<file path="src/rtl/cipher_flag_ctrl.sv">
module cipher_flag_ctrl #(
  parameter int          LATENCY = 12,
  parameter logic [63:0] KEY     = 64'h3C5A_96F0_0FF0_A55A
)(
  input  logic        clk,
  input  logic        rst_n,
  input  logic        bus_wr,
  input  logic        bus_rd,
  input  logic [3:0]  bus_addr,
  input  logic [31:0] bus_wdata,
  output logic [31:0] bus_rdata,
  input  logic        dma_done,
  output logic        irq
);
  localparam int CW = $clog2(LATENCY + 1);
  localparam logic [3:0] A_CMD = 4'd0, A_MODE = 4'd1, A_ISET = 4'd2, A_ICLR = 4'd3,
                         A_MASK = 4'd4, A_STAT = 4'd5, A_IN0 = 4'd6, A_IN1 = 4'd7,
                         A_OUT0 = 4'd8, A_OUT1 = 4'd9;

  logic [31:0]   in0, in1;
  logic [63:0]   op, res;
  logic [1:0]    mask;
  logic [CW-1:0] cnt;
  logic          lod, auto_m, ready, busy, seen0, seen1;
  logic          wr_in0, wr_in1, rd_out, start, done, clr;

  assign wr_in0 = bus_wr && bus_addr == A_IN0;
  assign wr_in1 = bus_wr && bus_addr == A_IN1;
  assign rd_out = bus_rd && (bus_addr == A_OUT0 || bus_addr == A_OUT1);
  assign done   = busy && cnt == CW'(1);
  assign start  = !busy && (auto_m ? (seen0 && seen1)
                                   : (bus_wr && bus_addr == A_CMD && bus_wdata[0]));
  assign clr    = lod ? (wr_in0 || wr_in1) : rd_out;
  assign irq    = (ready && mask[0]) || (dma_done && mask[1]);

  always_ff @(posedge clk or negedge rst_n) begin
    if (!rst_n) begin
      in0 <= '0; in1 <= '0; op <= '0; res <= '0; mask <= '0; cnt <= '0;
      lod <= 1'b0; auto_m <= 1'b0; ready <= 1'b0; busy <= 1'b0;
      seen0 <= 1'b0; seen1 <= 1'b0;
    end else begin
      if (bus_wr && bus_addr == A_MODE) {auto_m, lod} <= bus_wdata[1:0];
      if (bus_wr && bus_addr == A_ISET) mask <= mask | bus_wdata[1:0];
      if (bus_wr && bus_addr == A_ICLR) mask <= mask & ~bus_wdata[1:0];
      if (wr_in0) in0 <= bus_wdata;
      if (wr_in1) in1 <= bus_wdata;
      seen0 <= start ? 1'b0 : (seen0 || (wr_in0 && !busy));
      seen1 <= start ? 1'b0 : (seen1 || (wr_in1 && !busy));
      if (start) begin
        busy <= 1'b1;
        cnt  <= CW'(LATENCY);
        op   <= {in1, in0};
      end else if (busy) begin
        cnt <= cnt - CW'(1);
        if (done) begin
          busy <= 1'b0;
          res  <= op ^ KEY;
        end
      end
      if (done)     ready <= 1'b1;
      else if (clr) ready <= 1'b0;
    end
  end

  always_comb begin
    case (bus_addr)
      A_MODE:  bus_rdata = {30'd0, auto_m, lod};
      A_MASK:  bus_rdata = {30'd0, mask};
      A_STAT:  bus_rdata = {29'd0, busy, dma_done, ready};
      A_IN0:   bus_rdata = in0;
      A_IN1:   bus_rdata = in1;
      A_OUT0:  bus_rdata = res[31:0];
      A_OUT1:  bus_rdata = res[63:32];
      default: bus_rdata = '0;
    endcase
  end
endmodule

</file>
<file path="config.mk">
export PLATFORM = sky130hd
export DESIGN_NAME = cipher_flag_ctrl
export DESIGN_NICKNAME = d
export VERILOG_FILES = /design/src/rtl/cipher_flag_ctrl.sv
export SDC_FILE = /design/constraint.sdc
export NUM_CORES = 1
export LEC_CHECK = 0
export ABC_AREA = 1
export BUFFER_PORTS_ARGS = -buffer_cell sky130_fd_sc_hd__clkbuf_2
export CORE_MARGIN = 5
export CORE_UTILIZATION = 55
export DETAILED_ROUTE_END_ITERATION = 8
export PLACE_DENSITY_LB_ADDON = 0.1
export REMOVE_ABC_BUFFERS = 1
export SYNTH_ARGS = -nofsm -noshare
export SYNTH_HDL_FRONTEND = slang
export SYNTH_SLANG_ARGS = --single-unit
export TNS_END_PERCENT = 10
</file>
<file path="constraint.sdc">
create_clock -name clk -period 1.7 [get_ports clk]
set_input_delay 0 -clock clk [delete_from_list [all_inputs] [get_ports clk]]
set_output_delay 0 -clock clk [all_outputs]
set_load 0.01 [all_outputs]
</file>
### Word level (Yosys, flattened, before mapping)

Cells that the tools add are included.

| word-level totals | value |
|---|---|
| register bits | 204 |
| logic and storage cells | 68 |

| operators by class | value |
|---|---|
| add/sub/neg operators | 1 |
| equality and inequality tests | 10 |
| mux-type cells | 14 |
| bitwise operators | 5 |
| reductions and logical operators | 26 |

Operators by type and width:

| operator | count |
|---|---|
| case mux 32 bit (7 select lines) | 1 |
| NOT 32 bit | 1 |
| equality test 4 x 3 -> 1 bit, second input constant | 4 |
| logical AND 1 bit | 15 |
| two-way mux 1 bit | 9 |
| equality test 4 x 1 -> 1 bit, second input constant | 2 |
| equality test 4 x 2 -> 1 bit, second input constant | 2 |
| equality test 4 bit, second input constant | 2 |
| two-way mux 4 bit | 2 |
| nonzero test 2 bit | 3 |
| logical OR 1 bit | 5 |
| zero test 4 bit | 1 |
| two-way mux 2 bit | 2 |
| subtractor 4 x 1 -> 4 bit, second input constant | 1 |
| AND reduction 3 bit | 1 |
| AND 2 bit | 1 |
| NOT 2 bit | 1 |
| OR 2 bit | 1 |
| zero test 1 bit | 1 |
| NOT 1 bit | 1 |

### Longest topological paths before layout

Gate-level depths: netlist (run 1).

| depth | value |
|---|---|
| depth after elaboration | 7 |
| mapped depth | 11 |

### Worst setup path before layout (run 1)

OpenSTA, ideal clock, no wires.

| timing path | value |
|---|---|
| kind | reg-to-reg |
| start | register cnt[1] |
| end | register res[52] |
| setup time | 0.131 ns |
| arrival time | 1.246 ns |
| data required time | 1.569 ns |
| slack | 0.324 ns |
| stages on the path, launching flop included | 8 |
| buffers on the path | 2 |
| period minus slack after synthesis | 1.376 ns |
| path through | dfrtp_1 > inv_1 > ha_1 > nand4_1 > buf_2 > buf_2 > nand2_1 > o21ai_0 |

| on the way | value |
|---|---|
| cells in the longest elaborated chain, start to end | 3 |

Ends and longest elaborated chain:

| item | RTL line | source |
|---|---|---|
| start: declaration | 23 | `logic [CW-1:0] cnt;` |
| start signal: assignment | 51 | `cnt <= CW'(LATENCY);` |
| start signal: assignment | 54 | `cnt <= cnt - CW'(1);` |
| equality test 4 x 1 -> 1 bit | 30 | `assign done = busy && cnt == CW'(1);` |
| logical AND 1 bit | 30 |  |
| AND reduction 3 bit (no source line) | n/a |  |
| end signal: assignment | 57 | `res <= op ^ KEY;` |
| end: declaration | 21 | `logic [63:0] op, res;` |

No other way between the ends.
A chain may end at the register's enable or synchronous reset.

### Worst setup path after layout (run 1)

| timing path | value |
|---|---|
| start | register busy |
| end | output bus_rdata[2] |

| on the way | value |
|---|---|
| cells in the longest elaborated chain, start to end | 1 |

Ends and longest elaborated chain:

| item | RTL line | source |
|---|---|---|
| start: declaration | 24 | `logic lod, auto_m, ready, busy, seen0, seen1;` |
| start signal: assignment | 39 | `lod <= 1'b0; auto_m <= 1'b0; ready <= 1'b0; busy <= 1'b0;` |
| start signal: assignment | 50 | `busy <= 1'b1;` |
| start signal: assignment | 56 | `busy <= 1'b0;` |
| case mux 32 bit (7 select lines) | 66 | `case (bus_addr)` |
| end: declaration | 11 | `output logic [31:0] bus_rdata,` |

No other way between the ends.

==> results.md, run 1 <==
- Status: completed
- Flop-to-flop setup slack: 0.19 ns
- Worst VDD drop: 0.000844 V
- Core ar.: 0.0157 mm²
- Starting Density: 55.6%
- Number of vias per cell: 5.27
- TritonCTS clock tree: built
- Dpl cell area: 0.00949 mm²
- Unrepaired setup endpoints after global routing: false
- Antenna violations before repair: 0
- Die area: 0.0185 mm²
- Gp weighted congestion: 0.849
- Syn_area_per_cell: 8.37 µm²
- Largest cells by area after synthesis: dfrtp_1, nand2_1, nand3_1
- DRC: 0
- Antenna viol nets, final: 0
- Fin area: 0.0106 mm²
- Num CTS Buffers: 22
- Setup crit start kind: flop
- Seq cells post-synth: 204
- Worst Path Arrival: 1.64 ns
- GRT Overall Usage: 24.4%
- Finish-stage setup viols: 0
- # diodes: 0
- Gr ovfl total: 0
- Post-Route WL: 21,800 µm
- Router iterations before antenna repair: 5
- Largest net degree at the start of global routing: 97
- # port buffers: 73
- Slew Limit Fails: 0
- MaxCap Viol Count: 0
- Critical path class: flop to primary output
- DR WL/cell: 15.8 µm
- Top-area cell type share of the netlist area: 58.5%
- Main synth FF type: dfrtp_1
- Total power: 16,100 µW
- Worst Hold Class: input pin to flop
- Clock Sink Count: 204
- CP Capture Type: primary output
- Seq/Total Area, Yosys: 58.5%
- R2r endpoint: res[35]
- Final net count: 1,195
- Worst reg-to-reg path cell count: 6
- Slew @ Worst Pin: 0.609 ns
- RR Startpoint: cnt[0]
- EDFF count, synth: 0
- Pleak: 0.00561 µW
- Die H: 136 µm
- Post-Syn Area: 0.00873 mm²
- Count leader, synth: nand2_1
- Required @ worst endpoint: 1.70 ns
- Clock slew at reported path FFs: 0.06 ns
- Crit path launch: busy
- Die width: 136 µm
- Setup TNS: 0 ns
- CTS HTree Levels: 1
- Mapped Cells: 1,043
- PD cells: 1510 mW/mm²
- First-pass GRT wire length: 36,600 µm
- Hold WS: 0.0799 ns
- Area leader, netlist: dfrtp_1
- Dpl hpwl: 13,000 µm
- Skew final: 0.0104 ns
- Clk Latency, worst-skew pair: 0.50 ns
- DRT iter0 DRCs: 471
- Critical Path End: bus_rdata[2]
- Vias in the first global route: 7,262
- Slew headroom: 59.4%
- Final worst-path cycle share: 96.4%
- Cell variety after synth: 24
- Layout cells sized above 1: 13.6%
- I/O pin count: 74
- # rows: 46
- Synth cell count leaders: nand2_1, dfrtp_1, nand3_1
- Vias after detailed routing: 7,281
- Crit path time final: 1.64 ns
- Final Hold Fails: 0
- Number of synthesis warnings: 0
- Max clock buf depth: 3
- Root buffer cell: clkbuf_16
- Fmax: 0.610 GHz
- FFs w/ async S/R, synth: 100%
- Critical-path maximum fanout: 5
- Area delta synth->final: 21.8%
==> through the flow <==
step / instances / worst slack [ns] / util (%)
after floorplan: 980 / -2.14 / -
after global placement: 1303 / 0.235 / 60.4
after detailed placement: 1303 / 0.200 / 60.4
after CTS: 1382 / 0.0180 / 67.7
after global routing: 1382 / 0.0115 / 67.7
final: 1382 / 0.0604 / 67.7
==> cell families after synthesis <==
group,share of synthesized area (%)
adders and majority gates,0.286
and+or+nand+nor,28.9
DFF,58.5
buffers and inverters,6.13
AOI/OAI and AO/OA,6.26
==> power breakdown <==
group          total (µW)  internal, µW  switching, µW
combinational        3430          1370           2060
clock                4740          2870           1870
sequential           7900          6770           1140
total               16100         11000           5060
==> sequential cells by signal, summed over array words and instances (netlist names), named ones only <==
signal and cells:
seen1 1, seen0 1, auto_m 1, cnt 4, op 64, ready 1, busy 1, res 64
in1 32, in0 32, lod 1
==> worst max-delay path: stages (launching register included) <==
cell	delay (ns)
dfrtp_1	0.40
buf_6	0.14
inv_8	0.07
buf_8	0.09
o21ai_0	0.07
inv_1	0.06
nand4_1	0.13
buf_2	0.18
==> layer usage <==
metal | global-route usage [%] | vias up | part of all wire (%)
met5 | 0 | - | 0
met4 | 6.66 | 0 | 1.5
met3 | 3.29 | 32 | 5.1
met2 | 40.1 | 187 | 48
met1 | 34.5 | 3509 | 45
li1 | - | 3553 | -
==> cells in the final DEF (no fill, tap or decap), types with 7 or more instances in the layout <==
cell / netlist / final
buf_12: 0 / 13
buf_4: 8 / 20
clkbuf_16: 0 / 23
clkbuf_2: 1 / 71
clkbuf_8: 0 / 7
dfrtp_1: 204 / 204
dlygate4sd3_1: 0 / 40
inv_1: 52 / 52
nand2_1: 441 / 438
nand3_1: 107 / 107
nand4_1: 32 / 32
nor2_1: 17 / 17
o21ai_0: 97 / 97
o21ai_1: 7 / 7
==> worst min path at each step <==
stage / startpoint / depth (start not counted) / endpoint / slack, ns
after floorplan: rst_n / 0 / async pin / -0.30
after global placement: rst_n / 1 / op[58] / 0.06
after detailed placement: rst_n / 1 / in1[26] / 0.06
after CTS: bus_addr[2] / 6 / auto_m / 0.05
after global routing: bus_addr[2] / 6 / auto_m / 0.10
final: bus_addr[2] / 6 / auto_m / 0.08
==> layout make-up <==
type / count / area (µm²)
sequential: 204 / 5100
fill: 1302 / 5070
multi-input combinational: 717 / 3100
timing repair buffer: 148 / 1210
clock buffer: 32 / 669
tap: 216 / 270
inverter: 59 / 229
clock inverter: 6 / 55.1
==> what timing repair did <==
item / 4_1_cts / 5_1_grt
endpoints found under the setup margin: 1 / 1
setup buffers: 1 / 0
resized for setup: 3 / 4
hold endpoints to repair: 247 / 0
pin swaps: 0 / 0
hold buffers: 40 / 0
No activity file was read; power rests on OpenSTA's default activity.
==> run 2: changes to the inputs <==
--- a/config.mk
+++ b/config.mk
@@ -5,7 +5,7 @@
 export SDC_FILE = /design/constraint.sdc
 export NUM_CORES = 1
 export LEC_CHECK = 0
-export ABC_AREA = 1
+export ABC_AREA = 0
 export BUFFER_PORTS_ARGS = -buffer_cell sky130_fd_sc_hd__clkbuf_2
 export CORE_MARGIN = 5
 export CORE_UTILIZATION = 55
==> run 2 against run 1 <==
Against the previous run:
- the flow now finishes with violations (negative setup slack)
- clock power up 10%
- final area grew 2.3%
- core utilization increased by 1.3 points
- maximum frequency is 13% lower
- via count down 21%
- synthesized cell count fell by 33%
- first-iteration DRC count fell by 39%
- count of clock-buffer cells in the layout shrank 2
- sequential cell count unchanged
- total power is 1.5% higher
- sequential power fell by 2.5%
- hold slack worse by 0.046 ns
==> results.md, run 2 <==
- DR WL met3: 732 µm (-34%)
- Total power: 16,300 µW (+1.5%)
- CTS HTree Levels: 1 (unchanged)
- Area delta synth->final: 23.9%
- Unrepaired setup endpoints after global routing: true
- Slew Limit Fails: 0 (unchanged)
- Syn_area_per_cell: 12.5 µm² (+50%)
- Layout cells sized above 1: 33.7% (+20 points)
- Top Layer Used: met4
- Final net count: 866 (-28%)
- Starting Density: 55.7% (+0.16 points)
- Slew headroom: 60.4% (+0.98 points)
- Root buffer cell: clkbuf_16
- TritonCTS clock tree: built
- Setup crit start kind: flop
- Final Hold Fails: 0 (unchanged)
- Router iterations before antenna repair: 4 (-1)
- Worst Path Arrival: 2.26 ns (+0.62 ns)
- Cell variety after synth: 42 (+75%)
- Synth cell count leaders: dfrtp_1, nand2_1, mux2_2
- DRT iter0 DRCs: 286 (-39%)
- Commonest non-fill, non-tap cell in the layout: dfrtp_1
- MaxCap Viol Count: 0 (unchanged)
- Post-Syn Area: 0.00879 mm² (+0.66%)
- Largest net degree at the start of global routing: 70 (-28%)
- Die H: 136 µm (+0.31%)
- Required @ worst endpoint: 2.08 ns (+0.38 ns)
- First-pass GRT wire length: 31,800 µm (-13%)
- Finish-stage setup viols: 66 (+66)
- Post-Route WL: 18,900 µm (-13%)
- Die width: 136 µm (+0.31%)
- DR WL/cell: 17.9 µm (+14%)
- Slew @ Worst Pin: 0.594 ns (-0.0147 ns)
- Critical path class: flop to flop
- Largest regs: op x64, res x64
- I/O pin count: 74 (unchanged)
- Vias in the first global route: 6,317 (-13%)
- Vias after detailed routing: 5,762 (-21%)
- CP Capture Type: flop
- # rows: 46 (unchanged)
- Clk Latency, worst-skew pair: 0.51 ns (about the same)
- Gp weighted congestion: 0.824 (-2.9%)
- PD cells: 1500 mW/mm² (-0.87%)
- Main synth FF type: dfrtp_1
- Skew final: 0.0208 ns (+0.0104 ns)
- Most frequent cells in the layout: dfrtp_1, nand2_1, mux2_2
- GRT Overall Usage: 21.6% (-2.9 points)
- Clock slew at reported path FFs: 0.06 ns (about the same)
- Top-area cell type share of the netlist area: 58.1% (-0.38 points)
- Worst setup margin: -0.182 ns (-0.242 ns)
- Worst Hold Class: input pin to flop
- Gr ovfl total: 0 (unchanged)
- Critical-path maximum fanout: 25 (+20)
- Dpl hpwl: 11,400 µm (-12%)
- Worst VDD drop: 0.00105 V (+24%)
- Number of filler cells placed in the layout: 1,172 (-10%)
- M1 WL: 7910 µm (-20%)
- Pleak: 0.00548 µW (-2.2%)
- Die area: 0.0186 mm² (+0.61%)
- Hold WS: 0.0344 ns (-0.0455 ns)
- FFs w/ async S/R, synth: 100% (unchanged)
- # diodes: 0 (unchanged)
- Clock Sink Count: 204 (unchanged)
- Mapped Cells: 702 (-33%)
- Status: complete, but fails checks
- DRC: 0 (unchanged)
- Seq cells post-synth: 204 (unchanged)
- Final worst-path cycle share: 111% (+14 points)
- Count leader, synth: dfrtp_1
- Fmax: 0.531 GHz (-13%)
- Core ar.: 0.0158 mm² (+0.37%)
- Antenna violations before repair: 0 (unchanged)
- Num CTS Buffers: 22 (unchanged)
- EDFF count, synth: 0 (unchanged)
- Area leader, netlist: dfrtp_1
- Number of vias per cell: 5.46 (+3.7%)
- Largest cells by area after synthesis: dfrtp_1, mux2_2, mux2i_1
- Max clock buf depth: 3 (unchanged)
- Antenna viol nets, final: 0 (unchanged)
- Seq/Total Area, Yosys: 58.1% (-0.38 points)
- Met2 wire len: 9790 µm (-6.2%)
- Crit path time final: 1.88 ns (+0.242 ns)
- Violated checks: negative setup slack
- Number of synthesis warnings: 0 (unchanged)
- # port buffers: 73 (unchanged)
==> run 2: cell types whose count changed in the layout (fill, tap and decap cells not counted), moves of 32 or more <==
cell,delta
mux2i_1,+66
o21ai_0,-64
nand3_1,-104
nand4_1,-32
nand2_1,-303
mux2_2,+103
inv_1,-45
==> run 2: path summary, 6_finish.rpt <==
check | start | end | slack (ns) | depth (start not counted)
setup / recovery | auto_m | op[39] | -0.18 | 4
hold reg to reg | op[9] | res[9] | 0.46 | 2
min in group asynchronous | rst_n | cnt[2] | 0.09 | 2
setup reg to reg | auto_m | op[39] | -0.18 | 4
max in group asynchronous | rst_n | op[42] | 0.98 | 3
hold / removal | bus_addr[3] | cnt[0] | 0.03 | 4
==> run 2: per-layer routing <==
layer  track usage (%)  up-vias
met3              3.18       32
li1                  -     2699
met5                 0        -
met1              27.3     2913
met4              6.10        0
met2              38.6      118
==> run 2: layout make-up <==
cell class | instances | area [µm²] | share of cell area, %
Timing Repair Buffer | 144 | 1150 | 10.5
Inverter | 7 | 26.3 | 0.241
Tap cell | 216 | 270 | 2.48
Clock buffer | 30 | 651 | 5.97
Clock inverter | 10 | 170 | 1.56
Multi-Input combinational cell | 444 | 3520 | 32.3
Sequential cell | 204 | 5100 | 46.9
==> run 2: cells by family (layout without fill, tap and decap cells) <==
kind of cell    count (synthesis)  count (layout)  synth area share, %
mux                           197             197                 25.1
flops                         204             204                 58.1
simple gates                  165             165                 8.23
xor+xnor                        1               1               0.0996
fa+ha+maj                       2               2                0.285
buf+inv                        54             191                 2.75
compound gates                 79              79                 5.42
==> run 2: timing repair <==
item | CTS | global route
buffers inserted | 0 | 0
gates cloned | 1 | 0
endpoints found under the hold margin | 263 | 0
resized for setup | 6 | 3
pin swaps | 1 | 0
hold buffers | 36 | 0
setup endpoints to repair | 68 | 68
==> run 2: stage by stage <==
step	area (µm²)	TNS, ns	std cells	setup WS [ns]	util [%]
after floorplan	8580	-219.12	655	-1.51	-
after global placement	9650	-11.08	978	-0.206	61.2
after CTS	10900	-8.60	1055	-0.174	69.0
after global routing	10900	-11.09	1055	-0.209	69.0
after detailed placement	9650	-11.64	978	-0.220	61.2
final	10900	-9.09	1055	-0.182	69.0
==> run 2: critical path: stages, from the launching register on <==
cell and delay (ns):
dfrtp_1 0.38, or4b_4 0.49, o31a_4 0.37, buf_12 0.20, mux2_4 0.31
==> run 2: report_power, final <==
group	switching [µW]	internal, µW	total (µW)
logic	1460	1920	3380
registers	1070	6630	7700
clock network	1920	3300	5220
